$ cat src/rtl/cplx_q15_mult.sv
module cplx_q15_mult #(
  parameter int W = 16
) (
  input  logic         clk,
  input  logic         rst_n,
  input  logic [W-1:0] xr_in,
  input  logic [W-1:0] xi_in,
  input  logic [W-1:0] yr_in,
  input  logic [W-1:0] yi_in,
  input  logic         x_en_n,
  input  logic         y_en_n,
  input  logic         conj_x,
  input  logic         conj_y,
  input  logic [1:0]   shift_code,
  input  logic         round_en,
  input  logic [1:0]   out_sel,
  output logic [W-1:0] p_re,
  output logic [W-1:0] p_im,
  output logic         ovf
);

  localparam int PW = 2*W - 1;
  localparam int SW = 2*W;
  localparam logic [W-1:0]  SMIN = {1'b1, {(W-1){1'b0}}};
  localparam logic [W-1:0]  SMAX = {1'b0, {(W-1){1'b1}}};
  localparam logic [PW-1:0] PMAX = {1'b0, {(PW-1){1'b1}}};
  localparam logic [SW-1:0] RBIT = {{(W-1){1'b0}}, 1'b1, {W{1'b0}}};

  function automatic logic [W-1:0] neg_sat(input logic [W-1:0] v);
    return (v == SMIN) ? SMAX : (~v + 1'b1);
  endfunction

  function automatic logic [PW-1:0] mul_trap(input logic [W-1:0] a, input logic [W-1:0] b);
    logic signed [SW-1:0] full;
    full = $signed(a) * $signed(b);
    return (a == SMIN && b == SMIN) ? PMAX : full[PW-1:0];
  endfunction

  logic [W-1:0]  xr_q, xi_q, yr_q, yi_q;
  logic [PW-1:0] pp_rr, pp_ii, pp_ri, pp_ir;
  logic [SW-1:0] re_sum, im_sum, re_sh, im_sh, re_o, im_o;

  always_ff @(posedge clk or negedge rst_n) begin
    if (!rst_n) begin
      xr_q <= '0;
      xi_q <= '0;
    end else if (!x_en_n) begin
      xr_q <= xr_in;
      xi_q <= conj_x ? neg_sat(xi_in) : xi_in;
    end
  end

  always_ff @(posedge clk or negedge rst_n) begin
    if (!rst_n) begin
      yr_q <= '0;
      yi_q <= '0;
    end else if (!y_en_n) begin
      yr_q <= yr_in;
      yi_q <= conj_y ? neg_sat(yi_in) : yi_in;
    end
  end

  always_ff @(posedge clk or negedge rst_n) begin
    if (!rst_n) begin
      pp_rr <= '0;
      pp_ii <= '0;
      pp_ri <= '0;
      pp_ir <= '0;
    end else begin
      pp_rr <= mul_trap(xr_q, yr_q);
      pp_ii <= mul_trap(xi_q, yi_q);
      pp_ri <= mul_trap(xr_q, yi_q);
      pp_ir <= mul_trap(xi_q, yr_q);
    end
  end

  assign re_sum = {pp_rr[PW-1], pp_rr} - {pp_ii[PW-1], pp_ii};
  assign im_sum = {pp_ri[PW-1], pp_ri} + {pp_ir[PW-1], pp_ir};

  always_comb begin
    case (shift_code)
      2'b11:   begin re_sh = re_sum << 1;                im_sh = im_sum << 1; end
      2'b01:   begin re_sh = $signed(re_sum) >>> 1;      im_sh = $signed(im_sum) >>> 1; end
      2'b10:   begin re_sh = $signed(re_sum) >>> 2;      im_sh = $signed(im_sum) >>> 2; end
      default: begin re_sh = re_sum;                     im_sh = im_sum; end
    endcase
  end

  assign ovf  = (shift_code == 2'b11) &&
                ((re_sum[SW-1] != re_sum[SW-2]) || (im_sum[SW-1] != im_sum[SW-2]));
  assign re_o = round_en ? (re_sh | RBIT) : re_sh;
  assign im_o = round_en ? (im_sh | RBIT) : im_sh;

  always_comb begin
    case (out_sel)
      2'b00:   begin p_re = re_o[SW-1:W]; p_im = im_o[SW-1:W]; end
      2'b01:   begin p_re = re_o[W-1:0];  p_im = im_o[W-1:0];  end
      2'b10:   begin p_re = re_o[SW-1:W]; p_im = re_o[W-1:0];  end
      default: begin p_re = im_o[SW-1:W]; p_im = im_o[W-1:0];  end
    endcase
  end

  assert_x_hold_R1: assert property (@(posedge clk) disable iff (!rst_n)
    x_en_n |=> ($stable(xr_q) && $stable(xi_q)));
  assert_y_hold_R1: assert property (@(posedge clk) disable iff (!rst_n)
    y_en_n |=> ($stable(yr_q) && $stable(yi_q)));
  assert_trap_R4: assert property (@(posedge clk) disable iff (!rst_n)
    (xr_q == SMIN && yr_q == SMIN) |=> (pp_rr == PMAX));
  assert_conj_sat_R5: assert property (@(posedge clk) disable iff (!rst_n)
    (!x_en_n && conj_x && xi_in == SMIN) |=> (xi_q == SMAX));
  assert_ovf_code_R7: assert property (@(posedge clk) disable iff (!rst_n)
    ovf |-> (shift_code == 2'b11));
  assert_round_bit_R8: assert property (@(posedge clk) disable iff (!rst_n)
    (round_en && out_sel == 2'b00) |-> (p_re[0] && p_im[0]));

endmodule

$ cat config.mk
export PLATFORM = sky130hd
export DESIGN_NAME = cplx_q15_mult
export DESIGN_NICKNAME = d
export VERILOG_FILES = /design/src/rtl/cplx_q15_mult.sv
export SDC_FILE = /design/constraint.sdc
export NUM_CORES = 2
export LEC_CHECK = 0
export BUFFER_PORTS_ARGS = -buffer_cell sky130_fd_sc_hd__buf_4
export CAP_MARGIN = 20
export CELL_PAD_IN_SITES_DETAIL_PLACEMENT = 1
export CELL_PAD_IN_SITES_GLOBAL_PLACEMENT = 2
export CORE_ASPECT_RATIO = 1.1
export CORE_MARGIN = 4
export CORE_UTILIZATION = 46
export DETAILED_ROUTE_END_ITERATION = 6
export HOLD_SLACK_MARGIN = 0.15
export PLACE_DENSITY = 0.95
export SKIP_CTS_REPAIR_TIMING = 1
export SYNTH_ARGS = -nofsm -noshare
export SYNTH_HDL_FRONTEND = slang
export SYNTH_SLANG_ARGS = --single-unit
export TNS_END_PERCENT = 30
$ cat constraint.sdc
create_clock -name clk -period 10.5 [get_ports clk]
set_input_delay 3.15 -clock clk [delete_from_list [all_inputs] [get_ports clk]]
set_output_delay 3.15 -clock clk [all_outputs]
set_load 0.005 [all_outputs]
Word level (Yosys, flattened, before mapping)
Index checks and enable logic that the tools add are counted.
Storage, ports and cells
  flip-flop bits (word level): 188
  word-level logic and storage cells: 53
  output and inout bits: 33
Cells by class
  eq/ne operators: 13
  bitwise gates (word level): 2
  add/subtract/negate cells: 4
  mux-type cells: 14
  reduce and logical (&&, ||, !) cells: 8
  $mul: 4
Operator list (count)
  32-bit case mux with 3 select lines: 2
  16-bit by 16-bit multiplier with 31-bit output: 4
  31-bit 2-to-1 mux: 4
  16-bit == test, second input constant: 6
  16-bit 2-to-1 mux: 4
  16-bit case mux with 2 select lines: 2
  17-bit 2-to-1 mux: 2
  16-bit by 1-bit adder with 16-bit output, second input constant: 2
  31-bit by 31-bit adder with 32-bit output: 1
  16-bit inverter: 2
  31-bit by 31-bit subtractor with 32-bit output: 1
  2-bit == test, second input constant: 3
  1-bit logical AND: 5
  2-bit by 1-bit == test with 1-bit output, second input constant: 2
  2-bit logical NOT: 1
  1-bit != test: 2
  2-bit OR reduction: 1
  1-bit logical OR: 1

Logic depth before layout (Yosys ltp)
  depth in word-level cells: 4
  depth in mapped cells: 25
  gate-level depth less buffers: 23

Worst setup path after synthesis
No wires, ideal clock.
  kind: input to output
  start point: input port shift_code[1]
  end point: output port p_re[8]
  stages on the path: 8
  slack: 2.308 ns
  required time: 7.350 ns
  arrival time: 5.042 ns
  cells stage by stage: clkbuf_1 -> inv_1 -> clkbuf_1 -> clkbuf_1 -> clkbuf_1 -> clkbuf_1 -> mux4_2 -> mux2i_1
Between the ends
  cells in the longest elaborated chain, start to end: 4
  elaborated cells on any way between the ends: 7
  those cells by class: eq/ne: 3; mux: 4
RTL lines
  start, declared: RTL line 14  | input logic [1:0] shift_code,
  2-bit == test or 2-bit by 1-bit == test with 1-bit output (tied branches): RTL line 81  | case (shift_code)
  32-bit case mux with 3 select lines: RTL line 81
  17-bit 2-to-1 mux: RTL line 91  | assign re_o = round_en ? (re_sh | RBIT) : re_sh;
  16-bit case mux with 2 select lines *: RTL line 95  | case (out_sel)
  end, declared: RTL line 17  | output logic [W-1:0] p_re,
Mark *: on every way between the ends. The rest lies on a longest branch, timed or not.

Final worst setup path
  start point: input port shift_code[1]
  end point: output port p_im[10]
Between the ends
  cells in the longest elaborated chain, start to end: 4
  elaborated cells on any way between the ends: 8
  those cells by class: eq/ne: 3; mux: 5
RTL lines
  2-bit == test or 2-bit by 1-bit == test with 1-bit output (tied branches): RTL line 81
  32-bit case mux with 3 select lines: RTL line 81
  17-bit 2-to-1 mux (on tied branches): RTL line 92, 91
  16-bit case mux with 2 select lines *: RTL line 95
  end, declared: RTL line 18  | output logic [W-1:0] p_im,
Marked as above.

==> flow_metrics.py <==
metrics = {
    "die": {
        "core_area_um2": 111000,
        "rows": 128,
        "die_x_um": 326,
        "start_util_pct": 46.3,
        "fp.dieArea_um2": 117000,
        "pin_count": 108,
        "die_h_um": 358,
    },
    "layout": {
        "layout.cells.non_filler": 7094,
        "n_fill_cell": 12900,
        "final_nets": 7128,
        "syn2layout_area_growth_pct": 5.56,
        "drive_above_1_share_pct": 5.55,
    },
    "clock_network": {
        "cts_tree": "done",
        "clk_latency_ns": 0.53,
        "numCtsBuffers": 17,
        "clock_sinks": 188,
        "clk_pin_slew_worst_paths_ns": 0.09,
        "cts-root-buf": "clkbuf_16",
        "htreeDepth": 4,
        "cts_buffer_depth": 2,
    },
    "global_routing": {
        "overflow": 0,
        "global_route.usage.met2_pct": 49.0,
        "busiest_layer": "met2",
        "grtUsageMet1_pct": 36.2,
        "track_usage_pct": 28.5,
        "antenna_found_initial": 6,
        "grt_pass1_vias": 45700,
        "met3_usage_pct": 4.14,
        "grt_pass1_wl_um": 257000,
        "grt_max_degree": 76,
    },
    "worst_setup_path": {
        "r2r_end": "pp_ii[29]",
        "required_ns": 7.35,
        "crit_path_max_incr_delay_ns": 0.58,
        "arrival_ns": 5.71,
        "worstReg2RegStart": "xi_q[6]",
        "critical_path_class": "input pin to output port",
        "reg2reg_slack_ns": 2.87,
        "crit_chain": "buf_4 > inv_2 > or4_1 > nor3_1 > nor3_1 > a221oi_1 > a31oi_1 > o21ai_0 > buf_4",
        "cp-start-kind": "input pin",
        "cp-end-kind": "output port",
        "worstPathMaxFanout": 42,
        "reg2reg_depth": 23,
        "cpMaxStageDelayCell": "or4_1",
    },
    "place": {
        "detailedPlace.worstSlack_ns": 1.69,
        "placement.io_buffers": 107,
        "dpl.cell_count": 7050,
        "gp_congestion": 0.929,
        "place_hpwl_um": 129000,
    },
    "sta": {
        "hold_viol": 0,
        "maxSlewViolCount": 0,
        "whs_ns": 0.513,
        "worstMarginPinSlew_ns": 1.12,
        "timing.final.crit_share_pct": 84.4,
        "fin_tns_setup_ns": 0,
        "worst_slack_ns": 1.64,
        "period_minus_slack_ns": 8.86,
        "setup_viol": 0,
        "skew_ns": 0.0257,
        "fmax_mhz": 113,
        "rsz0062_at_grt": "false",
        "slew_headroom_pct": 24.2,
    },
    "drt": {
        "drtIter0Drc": 2577,
        "via_count": 40000,
        "drtAntennaViolNets": 0,
        "drt_wl_total_um": 162000,
        "via_per_inst": 5.63,
        "drc_errors": 0,
        "drtPass1Iterations": 7,
        "wl_per_cell_um": 22.9,
    },
    "synthesis": {
        "synth-edff-count": 0,
        "syn-cell-area_um2": 51200,
        "avgSynthCellArea_um2": 8.94,
        "synthArstFlopShare_pct": 100,
        "ys_ff_latch": 188,
        "syn_nets": 7205,
        "ys_types": 86,
        "ys_warn_count": 0,
        "synth_ff_type": "dfrtp_1",
        "syn_inst": 5720,
        "ys_seq_area_share_pct": 9.20,
    },
    "worst_hold_path": {
        "hold_depth": 1,
        "hp-start": "xr_q[8]",
        "hold_end": "xr_q[8]",
        "hold_class": "register to register",
    },
    "job": {
        "drv_cap": 0,
    },
    "run_status": {
        "status": "complete, no violations",
    },
}
==> worst max-delay path: cells and delay by family <==
family | cells | cell delay [ns]
buf+inv | 3 | 0.90
simple gates | 3 | 0.86
compound gates | 3 | 0.78
==> flip-flops by register name (all words and copies together) (netlist names) <==
signal and flops:
pp_ii 31, pp_ir 31, pp_ri 31, pp_rr 31
xi_q 16, xr_q 16, yi_q 16, yr_q 16
==> logic make-up after synthesis <==
group	after synthesis	synth area share [%]
AOI/OAI and AO/OA	652	8.52
DFF	188	9.20
buffers and inverters	1480	10.9
xor gates and xnor gates	207	3.54
muxes	71	1.86
and+or+nand+nor	1712	16.5
adders and majority gates	1410	49.5
==> layout by cell type, fill, tap and decap left out, types with 23 or more instances in the layout <==
cell / instances
a21o_1: 77
nor3_1: 52
a21oi_1: 191
buf_4: 182
a211oi_1: 23
a31oi_1: 27
mux2_2: 36
and3_1: 35
inv_1: 1193
xnor2_1: 114
xor2_1: 93
ha_1: 384
nor2b_1: 48
nor2_1: 169
and2_1: 493
o21a_1: 23
o21ai_0: 110
nand2_1: 727
fa_1: 1026
nand3_1: 35
dfrtp_1: 179
nand2b_1: 58
==> metal layers <==
layer | routed length (um) | up-vias
li1 | - | 17300
met1 | 66200 | 21100
met2 | 79100 | 1211
met3 | 9270 | 340
met4 | 7950 | 2
met5 | 7 | -
==> per-stage QoR <==
stage,area (um2),utilization (%)
floorplan,51200,-
global placement,53300,48.2
finish,54000,48.9
global route,54000,48.8
detailed placement,53300,48.2
CTS,53900,48.8
==> cell usage after synthesis (all sizes together) (93+ instances only) <==
| master | n | share of area, % |
|---|---|---|
| xnor2 | 114 | 2.0 |
| dfrtp | 188 | 9.2 |
| nor2 | 169 | 1.2 |
| ha | 384 | 9.4 |
| xor2 | 93 | 1.6 |
| inv | 1194 | 8.8 |
| a21oi | 191 | 1.9 |
| o21ai | 116 | 1.1 |
| fa | 1026 | 40 |
| clkbuf | 274 | 2.0 |
| and2 | 493 | 6.0 |
| nand2 | 727 | 5.3 |
==> area by class of cell <==
type,instances,area (um2),share of cell area (%)
antenna,8,20.0,0.0371
sequential,188,4720,8.73
tap,1430,1790,3.31
clock buffer,17,425,0.788
inverter,1197,4490,8.32
clock inverter,15,230,0.426
multi-input combinational,4052,40900,75.7
timing repair buffer,187,1440,2.66
==> worst max path at each step <==
stage                  start       end  slack (ns)  depth (start not counted)
2_1_floorplan  shift_code[1]   p_re[8]        2.31                          8
3_3_place_gp   shift_code[1]  p_re[11]        1.72                          9
3_5_place_dp   shift_code[1]  p_im[10]        1.69                          9
4_1_cts        shift_code[1]  p_im[10]        1.70                          9
5_1_grt        shift_code[1]  p_im[10]        1.52                          9
6_report       shift_code[1]  p_im[10]        1.64                          9
Power is left out: the tool's default activity adds up to more than one toggle a clock period on the data nets, which glitch-free logic cannot reach.
